## config.mk

```make
export PLATFORM = sky130hd
export DESIGN_NAME = pp_reader_mod
export DESIGN_NICKNAME = d
export VERILOG_FILES = /design/src/rtl/pp_mod_pkg.sv /design/src/rtl/pp_us_tick.sv /design/src/rtl/pp_bit_timer.sv /design/src/rtl/pp_frame_seq.sv /design/src/rtl/pp_reader_mod.sv
export SDC_FILE = /design/constraint.sdc
export NUM_CORES = 1
export LEC_CHECK = 0
export CAP_MARGIN = 20
export CORE_UTILIZATION = 48
export DETAILED_ROUTE_END_ITERATION = 8
export PLACE_DENSITY = 0.76
export SLEW_MARGIN = 15
export SYNTH_ARGS = -nofsm -noshare
export SYNTH_HDL_FRONTEND = slang
export SYNTH_HIERARCHICAL = 1
export SYNTH_SLANG_ARGS = --single-unit
```

## constraint.sdc

```tcl
create_clock -name clk -period 2.32 [get_ports clk]
set_input_delay 0.464 -clock clk [delete_from_list [all_inputs] [get_ports clk]]
set_output_delay 0.464 -clock clk [all_outputs]
set_load 0.005 [all_outputs]
```

## src/rtl/pp_mod_pkg.sv

```systemverilog
package pp_mod_pkg;

   typedef enum logic [1:0] {
      PP_IDLE = 2'd0,
      PP_DATA = 2'd1,
      PP_EOF  = 2'd2
   } pp_state_e;

endpackage

```

## src/rtl/pp_us_tick.sv

```systemverilog
// Microsecond tick divider. Held at phase zero while not running so that
// every frame starts on a whole microsecond boundary.
module pp_us_tick #(
   parameter int unsigned DIV = 100
) (
   input  logic clk,
   input  logic rst,
   input  logic run_i,
   output logic tick_o
);

   if (DIV < 1) begin : g_bad_div
      $error("pp_us_tick: DIV must be at least 1");
   end

   if (DIV == 1) begin : g_direct
      assign tick_o = run_i;
   end else begin : g_count
      localparam int unsigned CW = $clog2(DIV);
      localparam logic [CW-1:0] LAST = CW'(DIV - 1);
      logic [CW-1:0] cnt_q;

      always_ff @(posedge clk) begin
         if (rst || !run_i) begin
            cnt_q <= '0;
         end else if (cnt_q == LAST) begin
            cnt_q <= '0;
         end else begin
            cnt_q <= cnt_q + 1'b1;
         end
      end

      assign tick_o = run_i && (cnt_q == LAST);
   end

endmodule

```

## src/rtl/pp_bit_timer.sv

```systemverilog
// Counts whole microseconds since the start of the current bit or pause.
module pp_bit_timer #(
   parameter int unsigned US_W = 7
) (
   input  logic            clk,
   input  logic            rst,
   input  logic            run_i,
   input  logic            clear_i,
   input  logic            tick_i,
   output logic [US_W-1:0] us_o
);

   logic [US_W-1:0] us_q;

   always_ff @(posedge clk) begin
      if (rst || clear_i || !run_i) begin
         us_q <= '0;
      end else if (tick_i) begin
         us_q <= us_q + 1'b1;
      end
   end

   assign us_o = us_q;

endmodule

```

## src/rtl/pp_frame_seq.sv

```systemverilog
// Holds the frame, shifts it out bit 0 first and tracks bits remaining.
module pp_frame_seq #(
   parameter int unsigned FRAME_W = 32,
   parameter int unsigned LEN_W   = 6
) (
   input  logic               clk,
   input  logic               rst,
   input  logic               load_i,
   input  logic [FRAME_W-1:0] frame_i,
   input  logic [LEN_W-1:0]   len_i,
   input  logic               step_i,
   output logic               bit_o,
   output logic               last_o,
   output logic               zero_len_o
);

   localparam logic [LEN_W-1:0] MAX_LEN = LEN_W'(FRAME_W);

   logic [FRAME_W-1:0] shift_q;
   logic [LEN_W-1:0]   left_q;
   logic [LEN_W-1:0]   len_eff;

   always_comb begin
      if (len_i > MAX_LEN) begin
         len_eff = MAX_LEN;
      end else begin
         len_eff = len_i;
      end
   end

   always_ff @(posedge clk) begin
      if (rst) begin
         shift_q <= '0;
         left_q  <= '0;
      end else if (load_i) begin
         shift_q <= frame_i;
         left_q  <= len_eff;
      end else if (step_i) begin
         shift_q <= shift_q >> 1;
         left_q  <= left_q - 1'b1;
      end
   end

   assign bit_o      = shift_q[0];
   assign last_o     = (left_q == LEN_W'(1));
   assign zero_len_o = (len_i == '0);

endmodule

```

## src/rtl/pp_reader_mod.sv

```systemverilog
module pp_reader_mod #(
   parameter int unsigned CLK_HZ   = 100_000_000,
   parameter int unsigned PAUSE_US = 20,
   parameter int unsigned T0_US    = 60,
   parameter int unsigned T1_US    = 100,
   parameter int unsigned FRAME_W  = 32,
   localparam int unsigned LEN_W   = $clog2(FRAME_W + 1)
) (
   input  logic               clk,
   input  logic               rst,
   input  logic               start_i,
   input  logic [FRAME_W-1:0] frame_i,
   input  logic [LEN_W-1:0]   len_i,
   input  logic               ks_bit_i,
   output logic               ks_adv_o,
   output logic               mod_o,
   output logic               busy_o,
   output logic               done_o
);

   import pp_mod_pkg::*;

   localparam int unsigned DIV  = CLK_HZ / 1_000_000;
   localparam int unsigned US_W = $clog2(T1_US + 1);
   localparam logic [US_W-1:0] PAUSE_LAST = US_W'(PAUSE_US - 1);
   localparam logic [US_W-1:0] PAUSE_LEN  = US_W'(PAUSE_US);
   localparam logic [US_W-1:0] T0_LAST    = US_W'(T0_US - 1);
   localparam logic [US_W-1:0] T1_LAST    = US_W'(T1_US - 1);

   if (CLK_HZ % 1_000_000 != 0 || DIV < 1) begin : g_bad_clk
      $error("pp_reader_mod: CLK_HZ must be a whole number of MHz");
   end
   if (PAUSE_US < 1 || PAUSE_US >= T0_US || T0_US >= T1_US) begin : g_bad_times
      $error("pp_reader_mod: need 1 <= PAUSE_US < T0_US < T1_US");
   end
   if (FRAME_W < 1) begin : g_bad_width
      $error("pp_reader_mod: FRAME_W must be at least 1");
   end

   pp_state_e       st_q, st_d;
   logic            running;
   logic            tick;
   logic [US_W-1:0] us_cnt;
   logic            cur_bit, last_bit, zero_len;
   logic            tx_bit;
   logic [US_W-1:0] period_last;
   logic            accept, bit_end, eof_end, timer_clear;
   logic            done_q;

   assign running = (st_q != PP_IDLE);
   assign accept  = start_i && (st_q == PP_IDLE);

   pp_us_tick #(.DIV(DIV)) tick_i (
      .clk    (clk),
      .rst    (rst),
      .run_i  (running),
      .tick_o (tick)
   );

   pp_bit_timer #(.US_W(US_W)) timer_i (
      .clk     (clk),
      .rst     (rst),
      .run_i   (running),
      .clear_i (timer_clear),
      .tick_i  (tick),
      .us_o    (us_cnt)
   );

   pp_frame_seq #(.FRAME_W(FRAME_W), .LEN_W(LEN_W)) seq_i (
      .clk        (clk),
      .rst        (rst),
      .load_i     (accept),
      .frame_i    (frame_i),
      .len_i      (len_i),
      .step_i     (bit_end),
      .bit_o      (cur_bit),
      .last_o     (last_bit),
      .zero_len_o (zero_len)
   );

   // Whitened bit; the keystream is stable until ks_adv_o fires.
   assign tx_bit      = cur_bit ^ ks_bit_i;
   assign period_last = tx_bit ? T1_LAST : T0_LAST;

   assign bit_end     = (st_q == PP_DATA) && tick && (us_cnt == period_last);
   assign eof_end     = (st_q == PP_EOF) && tick && (us_cnt == PAUSE_LAST);
   assign timer_clear = bit_end || eof_end;

   always_comb begin
      st_d = st_q;
      unique case (st_q)
         PP_IDLE: begin
            if (accept) begin
               st_d = zero_len ? PP_EOF : PP_DATA;
            end
         end
         PP_DATA: begin
            if (bit_end && last_bit) begin
               st_d = PP_EOF;
            end
         end
         PP_EOF: begin
            if (eof_end) begin
               st_d = PP_IDLE;
            end
         end
         default: st_d = PP_IDLE;
      endcase
   end

   always_ff @(posedge clk) begin
      if (rst) begin
         st_q   <= PP_IDLE;
         done_q <= 1'b0;
      end else begin
         st_q   <= st_d;
         done_q <= eof_end;
      end
   end

   assign mod_o    = !(running && (us_cnt < PAUSE_LEN));
   assign busy_o   = running;
   assign done_o   = done_q;
   assign ks_adv_o = bit_end;

endmodule

```

# Yosys cells after proc, flatten, opt, wreduce, memory -nomap -nowiden

Cells that the tools add are included.

$add $sub $neg: 3
Magnitude comparators: 2
Equality and inequality tests: 9
Mux-type cells: 11
Bitwise operators: 1
Reductions and logical operators: 20

Operators with widths:

| operator                                                   | number |
|---|---|
| 2-to-1 mux 32 bit                                          | 2 |
| 2-to-1 mux 6 bit                                           | 3 |
| adder 7 x 1 -> 7 bit, second input constant                | 2 |
| logical AND 1 bit                                          | 8 |
| 2-to-1 mux 2 bit                                           | 4 |
| == test 7 x 5 -> 1 bit, second input constant              | 1 |
| == test 7 bit                                              | 1 |
| == test 7 bit, second input constant                       | 1 |
| less-than comparator 7 x 5 -> 1 bit, second input constant | 1 |
| 2-to-1 mux 7 bit                                           | 1 |
| == test 6 x 1 -> 1 bit, second input constant              | 1 |
| > comparator 6 bit, second input constant                  | 1 |
| zero test 6 bit                                            | 1 |
| one-hot mux 2 bit (3 select lines)                         | 1 |
| subtractor 6 x 1 -> 6 bit, second input constant           | 1 |
| logical OR 1 bit                                           | 4 |
| != test 2 bit, second input constant                       | 2 |
| nonzero test 2 bit                                         | 2 |
| AND reduction 3 bit                                        | 1 |
| == test 2 x 1 -> 1 bit, second input constant              | 1 |
| == test 2 bit, second input constant                       | 1 |
| zero test 1 bit                                            | 2 |
| zero test 2 bit                                            | 1 |
| != test 2 x 1 -> 1 bit, second input constant              | 1 |
| other kinds (2)                                            | 2 |

Register bits: 55
Input port bits: 42
Output and inout bits: 4
Logic and storage cells: 52

# Longest topological paths before layout

Depth after elaboration: 7
Depth in mapped cells: 10
Mapped depth without buffers: 10

# By module

Netlist, hierarchy kept.

By module, submodules not included:

| module        | instances | cells each | area an instance (um^2) | seq. area each (um^2) |
|---|---|---|---|---|
| pp_frame_seq  | 1         | 219        | 1910.6                  | 760.7 |
| pp_us_tick    | 1         | 35         | 320.3                   | 140.1 |
| pp_bit_timer  | 1         | 33         | 300.3                   | 140.1 |
| pp_reader_mod | 1         | 29         | 241.5                   | 60.1 |

# Least setup slack after synthesis

OpenSTA, ideal clock, no wires.

Kind: register to register
From: register tick_i.g_count.cnt_q[0]
To: register seq_i.shift_q[2]
Setup time: 0.131 ns
Arrival time: 2.271 ns
Data required time: 2.189 ns
Slack: -0.081 ns
Cell stages (with the launch flop): 10
Buffers on the path: 1
Clock period less this slack: 2.401 ns
Cells stage by stage: dfxtp_1 > ha_1 > nand4bb_2 > nor3_1 > nand4b_1 > nor4_4 > buf_6 > mux2_2 > nand2_1 > a21oi_2

Longest elaborated chain between the ends: 5

Ends and longest elaborated chain:

| element                             | line                | RTL |
|---|---|---|
| start, declared                     | pp_us_tick.sv:21    | `logic [CW-1:0] cnt_q;` |
| start signal, assigned              | pp_us_tick.sv:29    | `cnt_q <= cnt_q + 1'b1;` |
| == test 7 bit                       | pp_us_tick.sv:33    | `assign tick_o = run_i && (cnt_q == LAST);` |
| logical AND 1 bit                   | pp_us_tick.sv:33    |  |
| named net tick                      | pp_reader_mod.sv:42 | `logic tick;` |
| logical AND 1 bit (2 in a row)      | pp_reader_mod.sv:85 | `assign bit_end = (st_q == PP_DATA) && tick && (us_cnt == period_last);` |
| named net ks_adv_o                  | pp_reader_mod.sv:15 | `output logic ks_adv_o,` |
| nonzero test 2 bit (no source line) | n/a                 |  |
| end signal, assigned                | pp_frame_seq.sv:36  | `shift_q <= frame_i;` |
| end signal, assigned                | pp_frame_seq.sv:39  | `shift_q <= shift_q >> 1;` |
| end, declared                       | pp_frame_seq.sv:19  | `logic [FRAME_W-1:0] shift_q;` |

The timed path passes the listed nets, and every way through them passes these cells.
A chain may end at the register's enable or synchronous reset.

# Worst setup path after layout

From: register tick_i.g_count.cnt_q[6]
To: register seq_i.left_q[4]

Longest elaborated chain between the ends: 5

Ends and longest elaborated chain:

| element                             | line                | RTL |
|---|---|---|
| == test 7 bit                       | pp_us_tick.sv:33    |  |
| logical AND 1 bit                   | pp_us_tick.sv:33    |  |
| named net tick                      | pp_reader_mod.sv:42 |  |
| logical AND 1 bit (2 in a row)      | pp_reader_mod.sv:85 |  |
| nonzero test 2 bit (no source line) | n/a                 |  |
| end signal, assigned                | pp_frame_seq.sv:37  | `left_q <= len_eff;` |
| end signal, assigned                | pp_frame_seq.sv:40  | `left_q <= left_q - 1'b1;` |
| end, declared                       | pp_frame_seq.sv:20  | `logic [LEN_W-1:0] left_q;` |

The timed path passes the listed nets, and every way through them passes these cells.

==> results.toml <==
[run_status]
status = "finished clean"

[global_route]
antenna_found_initial = 0
gr-usage-all-layers_pct = 19.7
grt_pass1_vias = 2095
gr-total-overflow = 0
grt_pass1_wl_um = 9450
grt_max_degree = 26

[route]
dr.pass1.iters = 4
wl_met3_um = 213
totalWireLength_um = 5720
met1_length_um = 2510
viasPerCell = 5.16
postRouteAntennaNets = 0
avgRoutedWirePerCell_um = 12.7
drt-initial-drc-count = 63
vias = 2331
wl_met2_um = 2880
drcViolationCount = 0
routed.top_layer = "met4"

[pwr]
share_comb_of_total_power_pct = 14.3
peakVddDrop_mv = 0.385
p_int_w = 0.00140
p_seq_share_pct = 54.7
p_sw_share_pct = 24.0
p_leak_nw = 1.36
fin_total_pwr_w = 0.00185
switchingPower_w = 0.000442
power_frac_clock_pct = 31.1
power.density_mw_per_mm2 = 511

[floorplan]
fp.coreArea_mm2 = 0.00554
dieArea_mm2 = 0.00608
fp.dieH_um = 78
core.rowCount = 27
top_level_ports = 46
die_x_um = 78
initial_core_util_pct = 50.0

[placed_design]
portBuffers = 45
hpwl_um = 3930
gp_congestion = 0.818
place_ws_ns = -0.170
dpl_cell_area_mm2 = 0.00340

[setup_path]
crit_type = "flip-flop to flip-flop"
crit_path_end_kind = "flip-flop"
arrival_ns = 2.39
critical_path.max_stage_delay_ns = 0.34
cp_data_required_time_ns = 2.52
reg2regPathDepth = 9
crit_buf_inv = 2
cp.depth = 9
path_delay_family = "simple AND/OR/NAND/NOR gates"
startpoint_type = "flip-flop"
cp_cell_sequence = "or2b_1 > nor3_4 > nand4b_1 > nor4_4 > buf_6 > buf_12 > and4bb_2 > xor2_1 > a32o_1"
crit_fanout = 13
slowest_stage = "dfxtp_1"

[clock_tree]
cts_sinks = 55
insertion_delay_ns = 0.31
cts_hold_buf = 0
clockBufferDepth = 2
clock-root-buffer = "clkbuf_8"
cts_tree = "yes"
cts_made_buffers = 5
clk_pin_slew_ns = 0.10
h-tree-depth = 2

[sta]
max_slew.worst_pin.slew_ns = 0.427
rsz0062_at_grt = "false"
finalClockSkew_ns = 0.0101
tns_ns = 0
drv_slew = 0
hold_viol = 0
period_share_pct = 94.4
worst_slack_ns = 0.130
timing.hold.ws_ns = 0.498
period_needed_ns = 2.19
max_slew_margin_pct = 71.5
fmax_ghz = 0.457
setup_viol = 0

[cells_and_area]
n_fill_cell = 496
syn2layout_area_growth_pct = 30.3
num-nets-final = 425
diodes = 0
drive_above_1_share_pct = 25.3
stdcell_area_mm2 = 0.00361

[logic_synthesis]
synthArstFlopShare_pct = 0
synth_ff_type = "dfxtp_1"
synth_top_cell_by_area = "dfxtp_1"
yosysSeqAreaShare_pct = 39.7
yosysMostFrequentCell = "nand2_1"
ys_seq_elements = 55
syn_area_per_cell_um2 = 8.77
yosysWarnings = 6
synth-edff-count = 0
synth_common_cells = "73 x nand2_1, 55 x dfxtp_1, 33 x a21oi_1"
syn_nets = 362
synth.distinct_cells = 48
synth.area.top_cells = "dfxtp_1 40%, mux2_2 13%, nand2_1 9.9%"
synth_top_area_share_pct = 39.7
synthCells = 316
netlist_area_mm2 = 0.00277

[hold_path]
min_path_type = "flip-flop to flip-flop"
min_delay_path_depth = 2

[run]
cap_violations = 0
==> power groups by stage <==
stage	clock network [W]	registers (W)	logic [W]
after global routing	0.000631	0.00102	0.000290
after CTS	0.000596	0.00101	0.000265
after detailed placement	0	0.00103	0.000260
after global placement	0	0.00103	0.000254
final	0.000574	0.00101	0.000263
after floorplan	0	0.00102	0.000151
==> layout by cell type, fill, tap and decap left out, types with 3 or more instances in the layout <==
cell	n
inv_1	12
buf_4	23
mux2i_1	3
nand3_1	3
clkdlybuf4s50_1	43
mux2_2	30
nand4_1	4
a21oi_1	33
clkbuf_8	7
or3_1	3
dfxtp_1	53
xor2_1	7
ha_1	3
o21ai_0	5
nand2_1	69
nand2_2	4
xnor2_1	4
nor2_1	19
a21oi_2	7
==> tightest hold or removal path, stage by stage, from the launching register on <==
cell and delay (ns):
dfxtp_1 0.34, nand2_1 0.06, o32ai_1 0.05
==> kinds of logic after synthesis <==
group / Yosys count / share of synthesized area, %
simple gates: 126 / 21.8
buf+inv: 29 / 6.32
compound gates: 57 / 13.2
xor+xnor: 11 / 3.47
fa+ha+maj: 4 / 1.81
flops: 55 / 39.7
mux: 34 / 13.7
==> worst paths after layout <==
kind,startpoint,end,slack [ns]
max,tick_i/g_count.cnt_q[6],seq_i/left_q[4],0.13
min,seq_i/left_q[3],seq_i/left_q[3],0.50
max reg2reg,tick_i/g_count.cnt_q[6],seq_i/left_q[4],0.13
min reg2reg,seq_i/left_q[3],seq_i/left_q[3],0.50
==> flip-flops by register name (all words and copies together), names as in the netlist <==
register,flops
seq_i/left_q,6
done_o,1
timer_i/us_o,7
seq_i/shift_q,32
st_q,2
tick_i/g_count.cnt_q,7
==> layout make-up <==
| class | instances | area, um^2 | share of cell area, % |
|---|---|---|---|
| Timing Repair Buffer | 73 | 717 | 19.8 |
| Clock buffer | 7 | 96.3 | 2.67 |
| Inverter | 12 | 45.0 | 1.25 |
| Multi-Input combinational cell | 232 | 1550 | 43.0 |
| Tap cell | 72 | 90.1 | 2.49 |
| Clock inverter | 1 | 7.51 | 0.208 |
| Sequential cell | 55 | 1100 | 30.5 |
==> layer usage <==
layer | up-vias | track usage (%)
li1 | 1203 | -
met1 | 1072 | 23.2
met2 | 45 | 34.7
met3 | 11 | 4.24
met4 | 0 | 7.78
met5 | - | 0
==> what timing repair did <==
action                                 4_1_cts  5_1_grt
resized for setup                           18        0
gates cloned                                 1        1
setup endpoints to repair                   38       43
pin swaps                                    4        2
endpoints found under the hold margin        0        0
setup buffers                                2        0
==> metrics by stage <==
stage,instances,util (%)
final,452,65.2
after global routing,452,65.2
after CTS,451,64.8
after detailed placement,441,61.3
after global placement,441,61.3
after floorplan,316,-
Power figures use the tool's default switching activity.
